## config.mk

```make
export PLATFORM = sky130hd
export DESIGN_NAME = gpio_irq_router
export DESIGN_NICKNAME = d
export VERILOG_FILES = /design/src/rtl/gir_pkg.sv /design/src/rtl/gir_regs.sv /design/src/rtl/gir_chan.sv /design/src/rtl/gpio_irq_router.sv
export SDC_FILE = /design/constraint.sdc
export NUM_CORES = 1
export LEC_CHECK = 0
export BUFFER_PORTS_ARGS = -buffer_cell sky130_fd_sc_hd__clkbuf_2
export CAP_MARGIN = 20
export CORE_MARGIN = 10
export CORE_UTILIZATION = 26
export CTS_CLUSTER_DIAMETER = 120
export DETAILED_ROUTE_END_ITERATION = 8
export GPL_TIMING_DRIVEN = 0
export PLACE_DENSITY = 0.4
export SLEW_MARGIN = 30
export SYNTH_ARGS = -nofsm -noshare
export SYNTH_HDL_FRONTEND = slang
export SYNTH_HIERARCHICAL = 1
export SYNTH_SLANG_ARGS = --single-unit
export TNS_END_PERCENT = 50
```

## constraint.sdc

```tcl
create_clock -name clk -period 2.05 [get_ports clk]
set_clock_uncertainty 0.15 [all_clocks]
set_input_delay 0 -clock clk [delete_from_list [all_inputs] [get_ports clk]]
set_output_delay 0 -clock clk [all_outputs]
set_load 0.01 [all_outputs]
```

## src/rtl/gir_pkg.sv

```systemverilog
package gir_pkg;

  typedef struct packed {
    logic both_en;
    logic edge_en;
    logic low_act;
  } trig_cfg_t;

  // Trigger decision from the current and previous synchronised samples.
  function automatic logic trig_hit(trig_cfg_t c, logic cur, logic prv);
    if (c.both_en) return cur ^ prv;
    if (c.edge_en) return c.low_act ? (prv & ~cur) : (~prv & cur);
    return c.low_act ? ~cur : cur;
  endfunction

endpackage

```

## src/rtl/gir_regs.sv

```systemverilog
module gir_regs
  import gir_pkg::*;
#(
  parameter int unsigned NUM_CH     = 12,
  parameter int unsigned SEL_W      = 8,
  parameter int unsigned AW         = 5,
  parameter int unsigned SEL_HI_LSB = 16
) (
  input  logic                          clk,
  input  logic                          rst_n,
  input  logic                          wr_en,
  input  logic [AW-1:0]                 addr,
  input  logic [31:0]                   wdata,
  output logic [31:0]                   rdata,
  output logic                          glb_en,
  output trig_cfg_t [NUM_CH-1:0]        cfg,
  output logic [NUM_CH-1:0][SEL_W-1:0]  sel
);
  localparam int unsigned IW       = AW - 2;
  localparam int unsigned NSEL     = NUM_CH / 2;
  localparam int unsigned BOTH_IDX = NSEL + 1;
  localparam int unsigned EDGE_LSB = NUM_CH;

  logic [IW-1:0]     widx;
  logic [NUM_CH-1:0] low_q, edge_q, both_q;
  logic              en_q;
  logic [31:0]       rd_mask;
  wire               unused_bits = ^{wdata, addr[1:0]};

  assign widx = addr[AW-1:2];

  always_ff @(posedge clk or negedge rst_n) begin
    if (!rst_n) begin
      en_q   <= 1'b0;
      low_q  <= '0;
      edge_q <= '0;
      both_q <= '0;
      sel    <= '0;
    end else if (wr_en) begin
      if (widx == '0) begin
        en_q   <= wdata[31];
        low_q  <= wdata[NUM_CH-1:0];
        edge_q <= wdata[EDGE_LSB +: NUM_CH];
      end
      if (widx == IW'(BOTH_IDX)) both_q <= wdata[NUM_CH-1:0];
      for (int k = 0; k < int'(NSEL); k++) begin
        if (widx == IW'(k + 1)) begin
          sel[2*k]   <= wdata[SEL_W-1:0];
          sel[2*k+1] <= wdata[SEL_HI_LSB +: SEL_W];
        end
      end
    end
  end

  always_comb begin
    rdata   = '0;
    rd_mask = '0;
    if (widx == '0) begin
      rdata[31]                  = en_q;
      rdata[EDGE_LSB +: NUM_CH]  = edge_q;
      rdata[NUM_CH-1:0]          = low_q;
      rd_mask[31]                = 1'b1;
      rd_mask[EDGE_LSB +: NUM_CH] = '1;
      rd_mask[NUM_CH-1:0]        = '1;
    end else if (widx == IW'(BOTH_IDX)) begin
      rdata[NUM_CH-1:0]   = both_q;
      rd_mask[NUM_CH-1:0] = '1;
    end else begin
      for (int k = 0; k < int'(NSEL); k++) begin
        if (widx == IW'(k + 1)) begin
          rdata[SEL_W-1:0]              = sel[2*k];
          rdata[SEL_HI_LSB +: SEL_W]    = sel[2*k+1];
          rd_mask[SEL_W-1:0]            = '1;
          rd_mask[SEL_HI_LSB +: SEL_W]  = '1;
        end
      end
    end
  end

  assign glb_en = en_q;

  for (genvar n = 0; n < NUM_CH; n++) begin : g_cfg
    assign cfg[n] = '{both_en: both_q[n], edge_en: edge_q[n], low_act: low_q[n]};
  end

  // bits outside the defined fields never read as one
  p_reserved_zero_r2: assert property (@(posedge clk) disable iff (!rst_n)
    (rdata & ~rd_mask) == 32'h0);

endmodule

```

## src/rtl/gir_chan.sv

```systemverilog
module gir_chan
  import gir_pkg::*;
#(
  parameter int unsigned NPINS = 82,
  parameter int unsigned SEL_W = 8
) (
  input  logic             clk,
  input  logic             rst_n,
  input  logic [NPINS-1:0] gpio,
  input  logic [SEL_W-1:0] sel,
  input  trig_cfg_t        cfg,
  input  logic             glb_en,
  output logic             irq
);
  localparam int unsigned SPAN = 1 << SEL_W;

  logic [SPAN-1:0] padded;
  logic            sel_ok, pin_raw;
  logic            s1, s2, s3, irq_q;
  logic            edge_event, single_edge_cfg, any_edge_cfg;

  assign padded  = SPAN'(gpio);
  assign sel_ok  = (32'(sel) < NPINS);
  assign pin_raw = sel_ok ? padded[sel] : 1'b0;

  always_ff @(posedge clk or negedge rst_n) begin
    if (!rst_n) begin
      s1    <= 1'b0;
      s2    <= 1'b0;
      s3    <= 1'b0;
      irq_q <= 1'b0;
    end else begin
      s1    <= pin_raw;
      s2    <= s1;
      s3    <= s2;
      irq_q <= glb_en & sel_ok & trig_hit(cfg, s2, s3);
    end
  end

  assign irq             = irq_q;
  assign edge_event      = s2 ^ s3;
  assign single_edge_cfg = cfg.edge_en & ~cfg.both_en;
  assign any_edge_cfg    = cfg.edge_en | cfg.both_en;

  // an unused selector keeps the channel quiet
  p_invalid_quiet_r8: assert property (@(posedge clk) disable iff (!rst_n)
    !sel_ok |=> !irq_q);

  // a single-edge pulse is one cycle wide while the setup holds
  p_single_pulse_r5: assert property (@(posedge clk) disable iff (!rst_n)
    (irq_q && single_edge_cfg && $stable(cfg)) |=> !irq_q);

  // every edge-mode pulse follows a change of the synchronised sample
  p_edge_needs_change_r5: assert property (@(posedge clk) disable iff (!rst_n)
    (irq_q && $past(any_edge_cfg)) |-> $past(edge_event));

endmodule

```

## src/rtl/gpio_irq_router.sv

```systemverilog
module gpio_irq_router
  import gir_pkg::*;
#(
  parameter int unsigned NUM_PINS = 82,
  parameter int unsigned NUM_CH   = 12,
  parameter int unsigned SEL_W    = 8,
  parameter int unsigned AW       = 5
) (
  input  logic                clk,
  input  logic                rst_n,
  input  logic [NUM_PINS-1:0] gpio_in,
  input  logic                reg_wr,
  input  logic [AW-1:0]       reg_addr,
  input  logic [31:0]         reg_wdata,
  output logic [31:0]         reg_rdata,
  output logic [NUM_CH-1:0]   irq_out
);
  logic                         glb_en;
  trig_cfg_t [NUM_CH-1:0]       cfg;
  logic [NUM_CH-1:0][SEL_W-1:0] sel;

  gir_regs #(.NUM_CH(NUM_CH), .SEL_W(SEL_W), .AW(AW)) u_regs (
    .clk    (clk),
    .rst_n  (rst_n),
    .wr_en  (reg_wr),
    .addr   (reg_addr),
    .wdata  (reg_wdata),
    .rdata  (reg_rdata),
    .glb_en (glb_en),
    .cfg    (cfg),
    .sel    (sel)
  );

  for (genvar n = 0; n < NUM_CH; n++) begin : g_ch
    gir_chan #(.NPINS(NUM_PINS), .SEL_W(SEL_W)) u_chan (
      .clk    (clk),
      .rst_n  (rst_n),
      .gpio   (gpio_in),
      .sel    (sel[n]),
      .cfg    (cfg[n]),
      .glb_en (glb_en),
      .irq    (irq_out[n])
    );
  end

  // a cleared global enable silences every channel on the next cycle
  p_disabled_quiet_r7: assert property (@(posedge clk) disable iff (!rst_n)
    !glb_en |=> (irq_out == '0));

endmodule

```

==> results.cfg <==
[yosys]
synthTopCellsByArea = dfrtp_1 25%, mux4_2 18%, mux4_1 14%
synth_top_family_by_area = multiplexers
yosys.area.top_type_share = 0.253
async_flop_share = 1.00
synth-compound-area-share = 0.125
postSynthAreaPerCell_um2 = 12.7
seq_area_frac_synth = 0.253
ys_warn_count = 6
synth-edff-count = 0
synth_mux_area_frac = 0.471
synthSimpleGateAreaFrac = 0.0710
synth-xor-area-share = 0
synth_largest_area_cell = dfrtp_1
synthDistinctLibCells = 55
netlist_instances = 1414
yosys.area_share.adder = 0.0168
synth_area_um2 = 17900
ys_ff_latch = 181
synthFlopType = dfrtp_1

[clock_tree]
clock_sinks = 181
cts-root-buf = clkbuf_16
cts_buffer_depth = 2
clk-insertion-delay-late_ns = 0.45
htree_levels = 4
cts_tree = built
cts_made_buffers = 17
clk_pin_slew_ns = 0.07

[routing]
drc = 0
via_per_inst = 5.81
vias = 15000
ant_nets = 0
drt_iter0_drc = 1271
drt_first_pass_iters = 6
wl_per_cell_um = 29.7
wl_mm = 76.8

[final_layout]
final_nets = 1838
final_common_cell = mux4_2
stdcell_count = 2586
layout_common_cells = 193 x mux4_2, 156 x clkbuf_2, 147 x dfrtp_1, 80 x mux2i_1, 77 x buf_4
postLayoutCellArea_um2 = 22100
syn2layout_area_growth_pct = 23.6
drive_above_1_share = 0.457

[place]
gp_congestion = 0.886
dp_slack_ns = -0.612
dp_cells = 2450
dpl.hpwl_mm = 59.5
dpl_cell_area_um2 = 19800
port_buffers = 146

[power]
p_leak_nw = 8.63
seqPwrFrac = 0.298
switching_power_mw = 8.27
switching_share = 0.406
internal_power_mw = 12.1
power_density_nw_per_um2 = 920
power_frac_comb = 0.539
peakVddDrop_uv = 526
clockPowerShare = 0.162
power.total_mw = 20.3

[flow_run]
max_cap_violations = 0

[critical_path]
worstPathMaxFanout = 6
critPathCaptureType = flop
r2r-end = g_ch[3].u_chan/s1
critPathLaunchType = flop
rr_startpoint = u_regs/sel[24]
cp.arrival_ns = 2.59
criticalPathCategory = flop to flop
rrSetupSlack_ns = -0.46
ff2ff_path_depth = 6
required_ns = 2.13

[grt]
grt_pass1_vias = 15000
gr-usage-all-layers = 0.189
grt_max_degree = 76
overflow = 0
grt_pass1_wl_mm = 111
antenna_found_initial = 12

[outcome]
status = finished, violations left
violations = setup timing

[timing]
fmax_mhz = 399
rsz0062_at_grt = true
tns_ns = -5.06
fin_crit_ns = 2.51
setup_viol = 22
period_share = 1.22
timing.final.ws_setup_ns = -0.459
maxSlewHeadroom = 0.545
finalHoldViolations = 0
worstMarginPinSlew_ns = 0.682
maxSlewViolCount = 0

[die]
die_h_um = 282
io_pins = 166
start_util = 0.261
die_area_um2 = 79700
die_w_um = 282
core_um2 = 68500
rows = 96

[worst_hold_path]
hold_class = input port to asynchronous set/reset pin
-- metal layers --
| layer | up-vias | part of all wire | wire [um] | GRT usage |
|---|---|---|---|---|
| li1 | 6412 | - | - | - |
| met3 | 79 | 0.069 | 5320 | 0.0366 |
| met2 | 642 | 0.48 | 36600 | 0.310 |
| met1 | 7889 | 0.44 | 33700 | 0.258 |
| met4 | 12 | 0.014 | 1100 | 0.0307 |
| met5 | - | 0.0010 | 79 | 0 |
-- critical path: stages, from the launching register on --
cell      delay [ns]
dfrtp_2         0.41
buf_8           0.16
buf_12          0.12
mux4_2          0.50
mux4_2          0.54
o21ai_2         0.15
o211ai_1        0.26
-- layout make-up --
class	instances	area (um2)
tap	882	1100
antenna	2	5.00
buffer	123	1100
inverter	63	236
timing repair buffer	254	1910
fill	6900	46400
clock inverter	7	97.6
clock buffer	22	474
sequential	181	4570
multi-input combinational	1052	12600
-- what timing repair did --
item,4_1_cts,5_1_grt
setup buffers,45,18
hold endpoints to repair,314,0
endpoints found under the setup margin,40,41
hold buffers,35,0
cloned,8,2
gates resized for setup,202,102
pin swaps,42,38
-- state kept, by name, summed over array words and instances, names as in the netlist --
signal           cells
u_regs/sel          96
g_ch.u_chan/irq     12
g_ch.u_chan/s1      12
g_ch.u_chan/s2      12
g_ch.u_chan/s3      12
u_regs/both_q       12
u_regs/edge_q       12
u_regs/low_q        12
u_regs/glb_en        1
-- power by group through the flow --
stage | registers [mW] | logic [mW] | clock network, mW
finish | 6.07 | 11.0 | 3.30
floorplan | 5.33 | 6.73 | 0
global route | 6.23 | 11.8 | 3.52
global placement | 6.02 | 9.16 | 0
detailed placement | 6.05 | 9.34 | 0
CTS | 6.04 | 10.5 | 3.39
-- synthesized netlist by cell type (all sizes together), types with 25 or more instances --
cell    instances
mux4          240
dfrtp         181
mux2          157
mux2i          84
nor2           76
buf            74
inv            63
clkbuf         50
nand2          49
o21ai          47
a21oi          40
a211oi         35
nand2b         25
nand3          25
nand3b         25
-- metrics by stage --
step | hold slack (ns) | util
final | 0.00450 | 0.323
after global routing | 0.0304 | 0.323
after CTS | 0.00500 | 0.317
after detailed placement | -0.178 | 0.289
after global placement | 0.0736 | 0.288
after floorplan | -0.446 | -
-- how the worst max path moves through the flow --
stage / to / startpoint / slack, ns
2_1_floorplan: g_ch[2].u_chan/s1 / u_regs/sel[16] / -0.02
3_3_place_gp: u_regs/sel[45] / rst_n / -2.86
3_5_place_dp: g_ch[3].u_chan/irq / u_regs/sel[25] / -0.61
4_1_cts: g_ch[11].u_chan/s1 / u_regs/sel[88] / -0.40
5_1_grt: g_ch[3].u_chan/s1 / u_regs/sel[24] / -0.51
6_report: g_ch[3].u_chan/s1 / u_regs/sel[24] / -0.46
-- logic make-up (layout without fill, tap and decap cells) --
group / Yosys count / count (layout)
multiplexers: 481 / 481
flip-flops: 181 / 181
AO/OA/AOI/OAI: 299 / 299
AND/OR/NAND/NOR: 241 / 241
buffers and inverters: 187 / 469
other: 1 / 9
adder cells (fa/ha/maj): 24 / 24
(Power assumes the default switching activity.)
